## src/rtl/dsg_pkg.sv

```systemverilog
// Shared types and constants for the descriptor sequencer.
// Assumes a 128-bit descriptor with the kind code in its top two bits.
package dsg_pkg;
    localparam int DESC_W = 128;
    localparam logic [1:0] KIND_COPY = 2'b01;
    localparam logic [1:0] KIND_STAT = 2'b10;

    typedef enum logic [1:0] {S_IDLE, S_COUNT, S_EMIT} state_e;

    typedef enum logic [2:0] {
        PH_CHUNK, PH_IMM, PH_FENCE, PH_IRQ0, PH_IRQ1, PH_END
    } phase_e;

    // First status phase after the payload, chosen from the flags.
    function automatic phase_e after_payload(input logic fence, input logic irq);
        if (fence)    return PH_FENCE;
        else if (irq) return PH_IRQ0;
        else          return PH_END;
    endfunction
endpackage

```

## src/rtl/dsg_ring_space.sv

```systemverilog
// Free-slot count of a circular ring from the producer and consumer indices.
// Assumes one slot is always left empty, so the maximum is DEPTH-1.
module dsg_ring_space #(
    parameter int DEPTH = 16,
    localparam int IDX_W  = $clog2(DEPTH),
    localparam int FREE_W = IDX_W + 1
) (
    input  logic [IDX_W-1:0]  head,
    input  logic [IDX_W-1:0]  tail,
    output logic [FREE_W-1:0] free_cnt
);
    localparam bit POW2 = (DEPTH & (DEPTH - 1)) == 0;

    generate
        if (POW2) begin : g_pow2
            logic [IDX_W-1:0] diff;
            // Modular difference is exact when the depth is a power of two.
            assign diff     = tail - head - IDX_W'(1);
            assign free_cnt = {1'b0, diff};
        end else begin : g_any
            // Two-branch form for a ring of arbitrary depth.
            always_comb begin
                if (head >= tail)
                    free_cnt = FREE_W'(tail) + FREE_W'(DEPTH) - FREE_W'(head) - FREE_W'(1);
                else
                    free_cnt = FREE_W'(tail) - FREE_W'(head) - FREE_W'(1);
            end
        end
    endgenerate
endmodule

```

## src/rtl/dsg_chunk_step.sv

```systemverilog
// One chunking step: the next chunk's length and the advanced addresses.
// Assumes ALIGN_BYTES is a power of two and lengths are multiples of it.
module dsg_chunk_step #(
    parameter int LEN_W       = 32,
    parameter int ADDR_W      = 40,
    parameter int ALIGN_BYTES = 64,
    parameter int BASE_CHUNK  = 524288,
    parameter int UNIT_W      = 20
) (
    input  logic              size_sel,
    input  logic [LEN_W-1:0]  rem_len,
    input  logic [ADDR_W-1:0] src,
    input  logic [ADDR_W-1:0] dst,
    output logic [UNIT_W-1:0] step_units,
    output logic [LEN_W-1:0]  rem_next,
    output logic [ADDR_W-1:0] src_next,
    output logic [ADDR_W-1:0] dst_next
);
    localparam int ALIGN_SH = $clog2(ALIGN_BYTES);
    localparam logic [LEN_W-1:0] CHUNK_LO = LEN_W'(BASE_CHUNK);
    localparam logic [LEN_W-1:0] CHUNK_HI = LEN_W'(2 * BASE_CHUNK - ALIGN_BYTES);

    logic [LEN_W-1:0] chunk;
    logic [LEN_W-1:0] step;

    // Pick the chunk limit and clip the remaining length to it.
    always_comb begin
        chunk      = size_sel ? CHUNK_HI : CHUNK_LO;
        step       = (rem_len < chunk) ? rem_len : chunk;
        step_units = step[ALIGN_SH +: UNIT_W];
        rem_next   = rem_len - step;
        src_next   = src + ADDR_W'(step);
        dst_next   = dst + ADDR_W'(step);
    end
endmodule

```

## src/rtl/dsg_desc_pack.sv

```systemverilog
// Assembles one 128-bit descriptor from the fields of the current phase.
// Assumes ADDR_W + UNIT_W < 64 so the copy low word has a spare gap.
module dsg_desc_pack
    import dsg_pkg::*;
#(
    parameter int ADDR_W = 40,
    parameter int UNIT_W = 20
) (
    input  logic              is_copy,
    input  logic              irq,
    input  logic [ADDR_W-1:0] dst,
    input  logic [ADDR_W-1:0] src,
    input  logic [UNIT_W-1:0] units,
    input  logic [63:0]       data,
    output logic [DESC_W-1:0] desc
);
    logic [63:0] lo_word;
    logic [63:0] hi_word;

    // Copy descriptors carry length and source, status ones carry data.
    always_comb begin
        lo_word = is_copy ? {units, {(64 - UNIT_W - ADDR_W){1'b0}}, src} : data;
        hi_word = {(is_copy ? KIND_COPY : KIND_STAT), irq, {(61 - ADDR_W){1'b0}}, dst};
        desc    = {hi_word, lo_word};
    end
endmodule

```

## src/rtl/desc_seq_gen.sv

```systemverilog
// Descriptor sequencer top. It accepts a copy or immediate request and
// counts the chunks it needs (one per cycle, stopping early once space
// runs out). It checks the free ring space and then writes the whole
// sequence one descriptor per clock.
// Assumes the consumer index only moves so as to add free space while busy.
module desc_seq_gen
    import dsg_pkg::*;
#(
    parameter int DEPTH       = 16,
    parameter int ADDR_W      = 40,
    parameter int LEN_W       = 32,
    parameter int ALIGN_BYTES = 64,
    parameter int BASE_CHUNK  = 524288,
    localparam int IDX_W = $clog2(DEPTH)
) (
    input  logic                 clk,
    input  logic                 rst_n,
    input  logic                 req_valid,
    output logic                 req_ready,
    input  logic                 req_imm,
    input  logic [ADDR_W-1:0]    req_src,
    input  logic [ADDR_W-1:0]    req_dst,
    input  logic [LEN_W-1:0]     req_len,
    input  logic [63:0]          req_value,
    input  logic                 req_fence,
    input  logic                 req_irq,
    input  logic                 size_sel,
    input  logic [ADDR_W-1:0]    stat_addr,
    input  logic [IDX_W-1:0]     cons_idx,
    output logic                 wr_en,
    output logic [IDX_W-1:0]     wr_idx,
    output logic [DESC_W-1:0]    wr_desc,
    output logic                 done,
    output logic                 done_ok,
    output logic [IDX_W-1:0]     prod_idx
);
    localparam int FREE_W = IDX_W + 1;
    localparam int CNT_W  = $clog2(DEPTH + 4) + 1;
    localparam int UNIT_W = 20;
    localparam logic [IDX_W-1:0] LAST_IDX = IDX_W'(DEPTH - 1);
    localparam logic [CNT_W-1:0] RESERVE  = CNT_W'(3);
    localparam logic [CNT_W-1:0] IMM_NEED = CNT_W'(4);
    localparam logic [UNIT_W-1:0] MAX_UNITS = UNIT_W'((2 * BASE_CHUNK - ALIGN_BYTES) / ALIGN_BYTES);

    // Advance a ring index with wrap-around.
    function automatic logic [IDX_W-1:0] idx_next(input logic [IDX_W-1:0] i);
        return (i == LAST_IDX) ? '0 : i + IDX_W'(1);
    endfunction

    state_e             state;
    phase_e             phase;
    phase_e             phase_nxt;
    phase_e             phase_entry;
    logic               imm_l, fence_l, irq_l, sel_l;
    logic [LEN_W-1:0]   len_l;
    logic [LEN_W-1:0]   rem_len;
    logic [ADDR_W-1:0]  cur_src, cur_dst, stat_l;
    logic [63:0]        value_l;
    logic [CNT_W-1:0]   cnt;
    logic [FREE_W-1:0]  free_cnt;
    logic [CNT_W-1:0]   free_ext;
    logic [UNIT_W-1:0]  step_units;
    logic [LEN_W-1:0]   rem_next;
    logic [ADDR_W-1:0]  src_next, dst_next;
    logic [DESC_W-1:0]  desc_cur;
    logic [ADDR_W-1:0]  desc_dst;
    logic [63:0]        desc_data;
    logic               req_empty;

    dsg_ring_space #(.DEPTH(DEPTH)) u_space (
        .head     (prod_idx),
        .tail     (cons_idx),
        .free_cnt (free_cnt)
    );

    dsg_chunk_step #(
        .LEN_W(LEN_W), .ADDR_W(ADDR_W), .ALIGN_BYTES(ALIGN_BYTES),
        .BASE_CHUNK(BASE_CHUNK), .UNIT_W(UNIT_W)
    ) u_step (
        .size_sel   (sel_l),
        .rem_len    (rem_len),
        .src        (cur_src),
        .dst        (cur_dst),
        .step_units (step_units),
        .rem_next   (rem_next),
        .src_next   (src_next),
        .dst_next   (dst_next)
    );

    dsg_desc_pack #(.ADDR_W(ADDR_W), .UNIT_W(UNIT_W)) u_pack (
        .is_copy (phase == PH_CHUNK),
        .irq     (phase == PH_IRQ1),
        .dst     (desc_dst),
        .src     (cur_src),
        .units   (step_units),
        .data    (desc_data),
        .desc    (desc_cur)
    );

    assign req_ready = (state == S_IDLE);
    assign free_ext  = CNT_W'(free_cnt);
    assign req_empty = !req_imm && (req_len == '0) && !req_fence && !req_irq;

    // Address and data of the descriptor for the current phase.
    always_comb begin
        desc_dst  = stat_l;
        desc_data = '0;
        if (phase == PH_CHUNK || phase == PH_IMM) desc_dst = cur_dst;
        if (phase == PH_IMM) desc_data = value_l;
    end

    // Phase order: payload, then fence, then the interrupt pair.
    always_comb begin
        phase_entry = imm_l ? PH_IMM :
                      (len_l != '0) ? PH_CHUNK : after_payload(fence_l, irq_l);
        case (phase)
            PH_CHUNK: phase_nxt = (rem_next != '0) ? PH_CHUNK : after_payload(fence_l, irq_l);
            PH_IMM:   phase_nxt = after_payload(fence_l, irq_l);
            PH_FENCE: phase_nxt = irq_l ? PH_IRQ0 : PH_END;
            PH_IRQ0:  phase_nxt = PH_IRQ1;
            default:  phase_nxt = PH_END;
        endcase
    end

    // Request control: accept, count and check space, then emit descriptors.
    always_ff @(posedge clk) begin
        if (!rst_n) begin
            state    <= S_IDLE;
            phase    <= PH_END;
            imm_l    <= 1'b0;
            fence_l  <= 1'b0;
            irq_l    <= 1'b0;
            sel_l    <= 1'b0;
            len_l    <= '0;
            rem_len  <= '0;
            cur_src  <= '0;
            cur_dst  <= '0;
            stat_l   <= '0;
            value_l  <= '0;
            cnt      <= '0;
            wr_en    <= 1'b0;
            wr_idx   <= '0;
            wr_desc  <= '0;
            done     <= 1'b0;
            done_ok  <= 1'b0;
            prod_idx <= '0;
        end else begin
            wr_en   <= 1'b0;
            done    <= 1'b0;
            done_ok <= 1'b0;
            case (state)
                S_IDLE: begin
                    if (req_valid) begin
                        imm_l   <= req_imm;
                        fence_l <= req_fence;
                        irq_l   <= req_irq;
                        sel_l   <= size_sel;
                        len_l   <= req_len;
                        rem_len <= req_imm ? '0 : req_len;
                        cur_src <= req_src;
                        cur_dst <= req_dst;
                        stat_l  <= stat_addr;
                        value_l <= req_value;
                        cnt     <= '0;
                        if (req_empty) begin
                            done <= 1'b1;
                        end else begin
                            state <= S_COUNT;
                        end
                    end
                end
                S_COUNT: begin
                    if (imm_l || rem_len == '0) begin
                        if ((imm_l ? IMM_NEED : cnt + RESERVE) > free_ext) begin
                            done  <= 1'b1;
                            state <= S_IDLE;
                        end else begin
                            rem_len <= len_l;
                            phase   <= phase_entry;
                            state   <= S_EMIT;
                        end
                    end else if (cnt + CNT_W'(1) + RESERVE > free_ext) begin
                        done  <= 1'b1;
                        state <= S_IDLE;
                    end else begin
                        cnt     <= cnt + CNT_W'(1);
                        rem_len <= rem_next;
                    end
                end
                S_EMIT: begin
                    wr_en    <= 1'b1;
                    wr_idx   <= prod_idx;
                    wr_desc  <= desc_cur;
                    prod_idx <= idx_next(prod_idx);
                    if (phase == PH_CHUNK) begin
                        rem_len <= rem_next;
                        cur_src <= src_next;
                        cur_dst <= dst_next;
                    end
                    phase <= phase_nxt;
                    if (phase_nxt == PH_END) begin
                        done    <= 1'b1;
                        done_ok <= 1'b1;
                        state   <= S_IDLE;
                    end
                end
                default: state <= S_IDLE;
            endcase
        end
    end

    // Back-to-back writes occupy consecutive ring slots.
    p_consec_idx_r2: assert property (@(posedge clk) disable iff (!rst_n)
        wr_en && $past(wr_en) |-> wr_idx == idx_next($past(wr_idx)));

    // Copy chunks are never empty and never exceed the larger chunk limit.
    p_chunk_cap_r3: assert property (@(posedge clk) disable iff (!rst_n)
        wr_en && wr_desc[127:126] == KIND_COPY |->
            wr_desc[63:44] != '0 && wr_desc[63:44] <= MAX_UNITS);

    // A rejected request writes nothing and leaves the producer index alone.
    p_fail_quiet_r4: assert property (@(posedge clk) disable iff (!rst_n)
        done && !done_ok |-> !wr_en && prod_idx == $past(prod_idx));

    // The interrupting status word always follows a quiet status word.
    p_irq_pair_r7: assert property (@(posedge clk) disable iff (!rst_n)
        wr_en && wr_desc[125] |->
            $past(wr_en) && $past(wr_desc[127:126]) == KIND_STAT && !$past(wr_desc[125]));

    // The block is ready again in the cycle it reports done.
    p_ready_at_done_r10: assert property (@(posedge clk) disable iff (!rst_n)
        done |-> req_ready);
endmodule

```

## config.mk

```make
export PLATFORM = sky130hd
export DESIGN_NAME = desc_seq_gen
export DESIGN_NICKNAME = d
export VERILOG_FILES = /design/src/rtl/dsg_pkg.sv /design/src/rtl/dsg_ring_space.sv /design/src/rtl/dsg_chunk_step.sv /design/src/rtl/dsg_desc_pack.sv /design/src/rtl/desc_seq_gen.sv
export SDC_FILE = /design/constraint.sdc
export NUM_CORES = 1
export LEC_CHECK = 0
export ABC_AREA = 1
export BUFFER_PORTS_ARGS = -buffer_cell sky130_fd_sc_hd__buf_2
export CAP_MARGIN = 30
export CELL_PAD_IN_SITES_DETAIL_PLACEMENT = 1
export CELL_PAD_IN_SITES_GLOBAL_PLACEMENT = 2
export CORE_MARGIN = 10
export CORE_UTILIZATION = 34
export CTS_CLUSTER_SIZE = 20
export DETAILED_ROUTE_END_ITERATION = 8
export PLACE_DENSITY = 0.91
export SLEW_MARGIN = 20
export SYNTH_ARGS = -nofsm -noshare
export SYNTH_HDL_FRONTEND = slang
export SYNTH_SLANG_ARGS = --single-unit
```

## constraint.sdc

```tcl
create_clock -name clk -period 11.5 [get_ports clk]
set_input_delay 3.45 -clock clk [delete_from_list [all_inputs] [get_ports clk]]
set_output_delay 3.45 -clock clk [all_outputs]
set_load 0.02 [all_outputs]
```

==> run metrics, run 1 <==
status=completed; gr ovfl total=0; final number of max-transition violations=0; Yosys cell types=54; max cap viols=0; post-layout min period=6.73 ns; Switching Share=between 50 and 60%; Worst Skew=0.0242 ns; Post-CTS Resized=0; Root Driver=clkbuf_16; vias=23.4k; post-route setup slack=roughly 4.8 ns; P_int=between 3 and 4 mW; Initial Utilization=34.5%; H-tree Lvls=2; post-route ant nets=0; Placer Congestion=0.876; Core Box Area=64700 sq um; Startpoint Class=primary input; vias per inst=5.24; setup TNS=0 ns; Synth top cells by count=nand2_1 (586), nor2_1 (441), dfxtp_1 (381); HPWL Detailed=68200 um; worst slew pin tran=0.984 ns; Leak=11.9 nW; Finished Core Util=40.5%; Crit path depth=15; largest net degree at the start of global routing=between 150 and 200; vias in the first global route=23.6k; multi-input combinational cell area=roughly 13000 sq um; CP Data Arrival Time=around 7.2 ns; design area=26200 sq um; Max Root-Sink Buffers=3; DP Worst Slack=4.29 ns; hold_buf cts=0; Synth area leaders=dfxtp_1 (34%), nand2_1 (9.9%), o21ai_0 (8.4%), a21oi_1 (7.5%), nor2_1 (7.4%); Clock Latency Late Sink=0.60 ns; Hold Crit Endpoint=value_l[5]; drt pass-1 iters=5; initial antenna violation count=9; first-pass GRT wire length=approximately 140000 um; # DRC=0; num ports=367; Chip Height=276 um; crit path max-delay cell type=a2111oi_0; register area share after synthesis=34.2%; RR Startpoint=sel_l; CP Max Fanout=46; Worst slew margin=approximately 34%; endpoints failing setup=0; Num CTS Buffers=46; reg-to-reg endpoint=state[0]; fin crit share=58.5%; critical path class=primary input to register; most numerous cell in the Yosys netlist=nand2_1; Area Growth Syn to Fin=17.5%; fin cells=4457; CP required=12.00 ns; Post-synth EDFFs=0; post-synthesis cell area=22300 sq um; post-synth top area cell=dfxtp_1; Final nets=3903; IO buf count=345; Syn. warnings=0; Total Wirelength=around 91000 um; First DRT Iteration DRCs=1496; Worst Setup End Kind=register; Hold Crit Depth=2; row cnt=93; Async S/R FF share, synth=0%; CP peak stage delay=between 0.6 and 0.7 ns; synthesized area per cell=6.75 sq um; Worst IR Drop VDD=0.133 mV; Cells after Synth=3306; sequential power share=25.8%; flop2flop setup slack=5.59 ns; Sink Count=between 300 and 400; Seq. cell area=7630 sq um; Clk pwr share=a little under a fifth; RSZ-0062 raised after global routing=no; TritonCTS clock tree=yes; critical path cell sequence=buf_2, ha_1, a21oi_1, nand2_1, xnor2_1, ha_1, a21oi_1, o21ai_0, a2111oi_0, nor2_1, o21ai_1, nand2_2, inv_2, o21ai_0, a31oi_1; top cell type's share of synthesized area=34.2%; Post-CTS Setup Bufs=0; top_reg_cell synth=dfxtp_1; final hold vios=0; logic gate share of total power=roughly 55%; WL per Instance=20.5 um; power density over the cells=298 nW/um^2; R2R cell count=38; HP Start=value_l[5]; cell family with most CP delay=compound AO/OA/AOI/OAI gates; Die X=276 um; Synth Register Bits=between 300 and 400; Placed Instances=4369; post-placement cell area=~25000 sq um; Fillers=8499; Die ar.=between 70000 and 80000 sq um; Total Routing Usage GR=22.8%; CP bufs+invs=2; hold crit path type=register to register; clk slew on worst S/H paths=0.06 ns; switching pwr=3.92 mW; layout cells sized above 1=between 10% and 20%; fmax=149 MHz
## power groups by stage
stage | clock (mW) | combinational [mW] | sequential, mW
after global routing | 1.58 | 4.86 | 2.06
after detailed placement | 0 | 4.28 | 2.04
after CTS | 1.52 | 4.31 | 2.01
after global placement | 0 | 4.19 | 2.03
final | 1.49 | 4.32 | 2.02
after floorplan | 0 | 2.95 | 1.99
## final cells by class
cell class	count	area share, %
Antenna cell	6	0.0573
Clock buffer	67	4.96
Clock inverter	13	0.763
Inverter	328	4.72
Multi-Input combinational cell	2441	48.9
Sequential cell	381	29.1
Tap cell	855	4.08
Timing Repair Buffer	366	7.46
## registers in the layout (all words and copies together) (netlist names), 2 cells and up
register,count
cur_dst,40
value_l,64
wr_desc,107
wr_idx,4
len_l,32
state,2
stat_l,40
cnt,6
phase,3
cur_src,40
rem_len,32
prod_idx,4
## metal layers
metal  up-vias  global-route usage, %  wire (um)  part of all wire (%)
met4         2                   5.97       2100                   2.3
met5         -                      0         13                 0.014
met3       105                   3.98       5030                   5.5
met2       526                   38.2      42300                    46
li1      11600                      -          -                     -
met1     11100                   29.6      41700                    46
## worst min-delay path: cells and delay by family, from the launching register on
| family | cells | cell delay, ns |
|---|---|---|
| compound gates | 1 | 0.05 |
| flops | 1 | 0.29 |
| buf+inv | 1 | 0.05 |
## worst max path at each step
stage | start | to | slack (ns)
2_1_floorplan | cons_idx[0] | rem_len[20] | 5.39
3_3_place_gp | cons_idx[2] | rem_len[17] | 4.43
3_5_place_dp | cons_idx[2] | rem_len[22] | 4.29
4_1_cts | cons_idx[2] | rem_len[22] | 4.86
5_1_grt | cons_idx[2] | rem_len[27] | 4.39
6_report | cons_idx[2] | rem_len[22] | 4.77
## stage by stage
stage / hold WS, ns / total power, mW
3_5_place_dp: 0.442 / 6.32
6_report: 0.448 / 7.82
2_1_floorplan: 0.421 / 4.95
3_3_place_gp: 0.437 / 6.22
5_1_grt: 0.462 / 8.50
4_1_cts: 0.450 / 7.85
## placed cells by master (no fill, tap or decap), types with 5 or more instances in the layout
cell / instances
nand3b_1: 10
a21oi_1: 336
nand2_1: 584
inv_2: 6
a31oi_1: 35
o221ai_1: 16
o211ai_1: 76
nand3_1: 124
diode_2: 6
a22o_1: 22
a22oi_1: 5
o22ai_1: 10
a21boi_0: 5
a221oi_1: 17
buf_4: 16
clkbuf_8: 5
o21ai_1: 7
o21ai_0: 376
clkbuf_1: 15
xor2_1: 36
o21a_1: 15
buf_2: 344
xnor2_1: 31
ha_1: 108
nor2_1: 440
nor4_1: 24
nand2_2: 7
nor3_1: 27
clkbuf_16: 47
inv_1: 320
conb_1: 46
a211oi_1: 19
dfxtp_1: 381
nand4_1: 19
## cell families after synthesis
| group | after synthesis | share of synthesized area [%] |
|---|---|---|
| adders and majority gates | 112 | 6.38 |
| DFF | 381 | 34.2 |
| AOI/OAI and AO/OA | 963 | 24.5 |
| xor gates and xnor gates | 68 | 2.70 |
| other | 2 | 0.0337 |
| buffers and inverters | 528 | 9.29 |
| and+or+nand+nor | 1252 | 22.9 |
No activity file was read; power rests on OpenSTA's default activity.
==> run 2, diff against run 1 <==
Settings changed: CORE_UTILIZATION 34 to 31, PLACE_DENSITY 0.91 to 0.84.
Clock period 11.5 ns to 6.7 ns, I/O delays scaled along.
==> run metrics, run 2 (same netlist as run 1, synthesis figures left out) <==
GR Util met3=4.13%; Initial Utilization=31.2%; num ports=about 370; flop2flop setup slack=1.06 ns; Worst Skew=0.0360 ns; CP peak stage delay=0.40 ns; CP Max Fanout=33; Total Wirelength=94500 um; Total Routing Usage GR=21.8%; Die X=288 um; Power Total=13.8 mW; TritonCTS clock tree=yes; Sink Count=381; Worst IR Drop VDD=0.228 mV; post-layout min period=about 5.6 ns; H-tree Lvls=2; Final nets=3910; first-pass GRT wire length=142000 um; Core Box Area=71500 sq um; initial antenna violation count=10; fmax=177 MHz; row cnt=between 90 and 100; grt met2 use=between 30% and 40%; WL per Instance=20.7 um; HP Start=value_l[4]; vias=23.4k; vias in the first global route=about 24k; reg-to-reg endpoint=cur_dst[36]; Placed Instances=4470; met1 usage=28.0%; HPWL Detailed=about 72000 um; hold crit path type=register to register; CP dominant cell by count=nand2_1; Worst slew margin=a little under two fifths; layout cells sized above 1=13.5%; Hold Crit Depth=2; hold_buf cts=0; Num CTS Buffers=48; power density over the cells=518 nW/um^2; # DRC=0; max cap viols=0; leading cell type in the layout, fill and taps excluded=nand2_1; vias per inst=5.13; Clock Latency Late Sink=0.62 ns; commonest cells after routing, fill and taps aside=nand2_1 (584), nor2_1 (440), dfxtp_1 (381); Post-CTS Setup Bufs=0; Hold Crit Endpoint=value_l[4]; RR Startpoint=sel_l; hold slack final=0.449 ns; Leak=12.0 nW; Area Growth Syn to Fin=19.2%; GR peak layer=met2; endpoints failing setup=0; CP required=between 7 and 8 ns; Max Root-Sink Buffers=3; worst slew pin tran=between 0.9 and 1 ns; Fillers=9155; fin crit share=84.1%; CP Data Arrival Time=6.11 ns; design area=about 27000 sq um; crit path max-delay cell type=fa_1; setup TNS=0 ns; post-placement cell area=24800 sq um; final hold vios=0; Startpoint Class=register; First DRT Iteration DRCs=1398; Largest Register=wr_desc; Worst Setup End Kind=register; Chip Height=about 290 um; clk slew on worst S/H paths=around 0.06 ns; Largest regs=wr_desc: 107 flops, value_l: 64 flops; largest net degree at the start of global routing=130; Root Driver=clkbuf_16; Die ar.=83100 sq um; drt pass-1 iters=5; post-route ant nets=0; number of flip-flops in the largest register=107; IO buf count=approximately 350; final number of max-transition violations=0; gr ovfl total=0; critical path class=register to register; Post-CTS Resized=0; RSZ-0062 raised after global routing=no; Placer Congestion=0.867; R2R cell count=30; fin cells=around 4.6k; status=completed
-- run 2: where the power goes --
part / switching (mW) / leakage [nW] / internal (mW)
Clock: 1.13 / 0.859 / 1.74
Combinational: 5.18 / 8.02 / 2.27
Sequential: 0.564 / 3.13 / 2.91
-- run 2: layout make-up --
class	count	area (sq um)	area share, %
tap	950	1190	4.47
antenna	8	20.0	0.0752
sequential	381	7630	28.7
clock inverter	22	309	1.16
timing repair buffer	371	1970	7.40
clock buffer	68	1440	5.40
multi-input combinational	2441	12800	48.2
inverter	328	1240	4.66
-- run 2: layer usage --
metal	vias to the layer above	routed length (um)
met2	543	43900
met5	-	21
met1	11100	41500
met4	4	2380
met3	134	6700
li1	11600	-
-- run 2: per-stage QoR --
| step | setup slack (ns) | util (%) |
|---|---|---|
| finish | 1.06 | 37.2 |
| global route | 0.535 | 37.2 |
| CTS | 1.14 | 37.2 |
| detailed placement | 0.957 | 34.7 |
| global placement | 1.01 | 34.7 |
| floorplan | 2.02 | - |
-- run 2: how the worst max path moves through the flow --
stage | start | endpoint | slack [ns] | cells after the start
finish | sel_l | cur_dst[36] | 1.06 | 30
global route | sel_l | cur_dst[36] | 0.53 | 30
CTS | sel_l | cur_dst[36] | 1.14 | 27
detailed placement | cons_idx[2] | rem_len[22] | 0.96 | 15
global placement | cons_idx[2] | rem_len[17] | 1.01 | 15
floorplan | sel_l | cur_dst[36] | 2.02 | 28
-- run 2: worst max-delay path: cells and delay by family, from the launching register on --
family	cells	cell delay, ns
AO/OA/AOI/OAI	10	2.24
adder cells (fa/ha/maj)	3	1.03
AND/OR/NAND/NOR	11	0.94
buffers and inverters	5	0.81
flip-flops	1	0.31
XOR/XNOR	1	0.15
==> run 3, diff against run 2 <==
Settings changed: CORE_UTILIZATION 31 to 28, PLACE_DENSITY 0.84 to 0.8.
Clock period 6.7 ns to 4.6 ns, I/O delays scaled along.
==> run metrics, run 3 (same netlist as run 1, synthesis figures left out) <==
Die X=302 um; cell family with most CP delay=simple AND/OR/NAND/NOR gates; vias per inst=5.00; Largest regs=wr_desc: 107 flops, value_l: 64 flops; sequential power share=a little under a quarter; Worst Skew=0.0336 ns; Total Wirelength=101000 um; Largest Register=wr_desc; critical path class=register to register; power density over the cells=787 nW/um^2; largest net degree at the start of global routing=roughly 140; max cap viols=0; num ports=367; fin crit share=between 90% and 100%; crit path max-delay cell type=dfxtp_4; TritonCTS clock tree=yes; Worst IR Drop VDD=roughly 0.32 mV; row cnt=103; Switching Share=48.2%; First DRT Iteration DRCs=1387; HPWL Detailed=between 70000 and 80000 um; gr ovfl total=0; Worst Setup End Kind=register; Max Root-Sink Buffers=3; IO buf count=~350; Clk pwr share=18.4%; switching pwr=10.8 mW; commonest cells after routing, fill and taps aside=nand2_1 (568), nor2_1 (434), dfxtp_1 (380); endpoints failing setup=0; H-tree Lvls=2; WL per Instance=20.9 um; fmax=between 200 and 250 MHz; Leak=12.9 nW; Worst slew margin=41.6%; post-layout min period=4.39 ns; P_int=11.6 mW; initial antenna violation count=9; Chip Height=302 um; Finished Core Util=36.1%; Die ar.=just over 90000 sq um; logic gate share of total power=59.0%; Num CTS Buffers=48; Root Driver=clkbuf_16; vias=about 24k; post-route ant nets=0; Sink Count=between 300 and 400; Initial Utilization=28.3%; Core Box Area=79000 sq um; worst slew pin tran=0.868 ns; leading cell type in the layout, fill and taps excluded=nand2_1; layout cells sized above 1=19.6%; final number of max-transition violations=0; CP required=5.11 ns; vias in the first global route=24.8k; Power Total=22.4 mW; Placed Instances=4729; hold crit path type=register to register; fin cells=4832; first-pass GRT wire length=around 150000 um; number of flip-flops in the largest register=107; final hold vios=0; Clock Latency Late Sink=0.62 ns; CP peak stage delay=between 0.4 and 0.5 ns; Startpoint Class=register; CP dominant cell by count=nand2_1; Total Routing Usage GR=21.2%; CP Data Arrival Time=4.90 ns; clk slew on worst S/H paths=around 0.060 ns; CP bufs+invs=3; Final nets=4081; # DRC=0; Placer Congestion=0.906; Area Growth Syn to Fin=27.7%; CP Max Fanout=7; status=completed; drt pass-1 iters=5; RSZ-0062 raised after global routing=yes
[run 3: cell types whose count changed in the layout (fill, tap and decap cells not counted), sizes merged]
| cell | previous run | this run |
|---|---|---|
| clkinvlp | 3 | 5 |
| clkbuf | 68 | 66 |
| bufinv | 6 | 7 |
| diode | 8 | 2 |
| buf | 371 | 539 |
[run 3: cell type report]
type | count | area [sq um]
Fill cell | 10000 | 50500
Multi-Input combinational cell | 2441 | 13200
Sequential cell | 381 | 7630
Timing Repair Buffer | 541 | 3360
Clock buffer | 64 | 1360
Tap cell | 1050 | 1310
Inverter | 328 | 1250
Clock inverter | 24 | 345
Timing Repair inverter | 1 | 8.76
Antenna cell | 2 | 5.00
[run 3: through the flow]
| stage | hold slack, ns | area (sq um) | TNS, ns | setup WS [ns] |
|---|---|---|---|---|
| after floorplan | 0.421 | 22500 | 0 | 0.0419 |
| after global placement | 0.438 | 26200 | 0 | 0.0821 |
| after detailed placement | 0.441 | 26200 | -0.0791 | -0.0413 |
| after CTS | 0.453 | 28000 | 0 | 0.00540 |
| after global routing | 0.472 | 28500 | -0.163 | -0.0611 |
| final | 0.449 | 28500 | 0 | 0.207 |
[run 3: worst register-to-register path: cells and delay by family (launching register included)]
| family | cells | cell delay, ns |
|---|---|---|
| AND/OR/NAND/NOR | 25 | 2.36 |
| XOR/XNOR | 1 | 0.16 |
| flip-flops | 1 | 0.42 |
| buffers and inverters | 3 | 0.39 |
| AO/OA/AOI/OAI | 4 | 0.37 |
| adder cells (fa/ha/maj) | 2 | 0.60 |
[run 3: power groups by stage]
stage	Combinational (mW)	Sequential, mW	Clock [mW]
6_report	13.2	5.07	4.14
5_1_grt	14.6	5.17	4.36
4_1_cts	12.5	5.04	4.24
3_5_place_dp	12.5	5.10	0
3_3_place_gp	12.3	5.08	0
2_1_floorplan	7.38	4.98	0
[run 3: timing repair]
| action | 4_1_cts | 5_1_grt |
|---|---|---|
| hold buffers | 0 | 0 |
| setup buffers | 1 | 10 |
| hold endpoints to repair | 0 | 0 |
| cloned | 0 | 2 |
| pin swaps | 0 | 23 |
| resized for setup | 4 | 118 |
| endpoints found under the setup margin | 6 | 42 |
[run 3: layer usage]
| layer | vias up | wire [um] | global-route usage [%] |
|---|---|---|---|
| met4 | 12 | 2420 | 5.51 |
| met2 | 535 | 47600 | 36.1 |
| met5 | - | 78 | 0 |
| met1 | 11600 | 45500 | 27.1 |
| met3 | 131 | 5520 | 3.89 |
| li1 | 11900 | - | - |
[run 3: worst paths after layout]
kind / startpoint / end / slack (ns) / cells after the start
setup / recovery: sel_l / state[1] / 0.21 / 35
hold / removal: value_l[3] / value_l[3] / 0.45 / 2
setup reg to reg: sel_l / state[1] / 0.21 / 35
hold reg to reg: value_l[3] / value_l[3] / 0.45 / 2
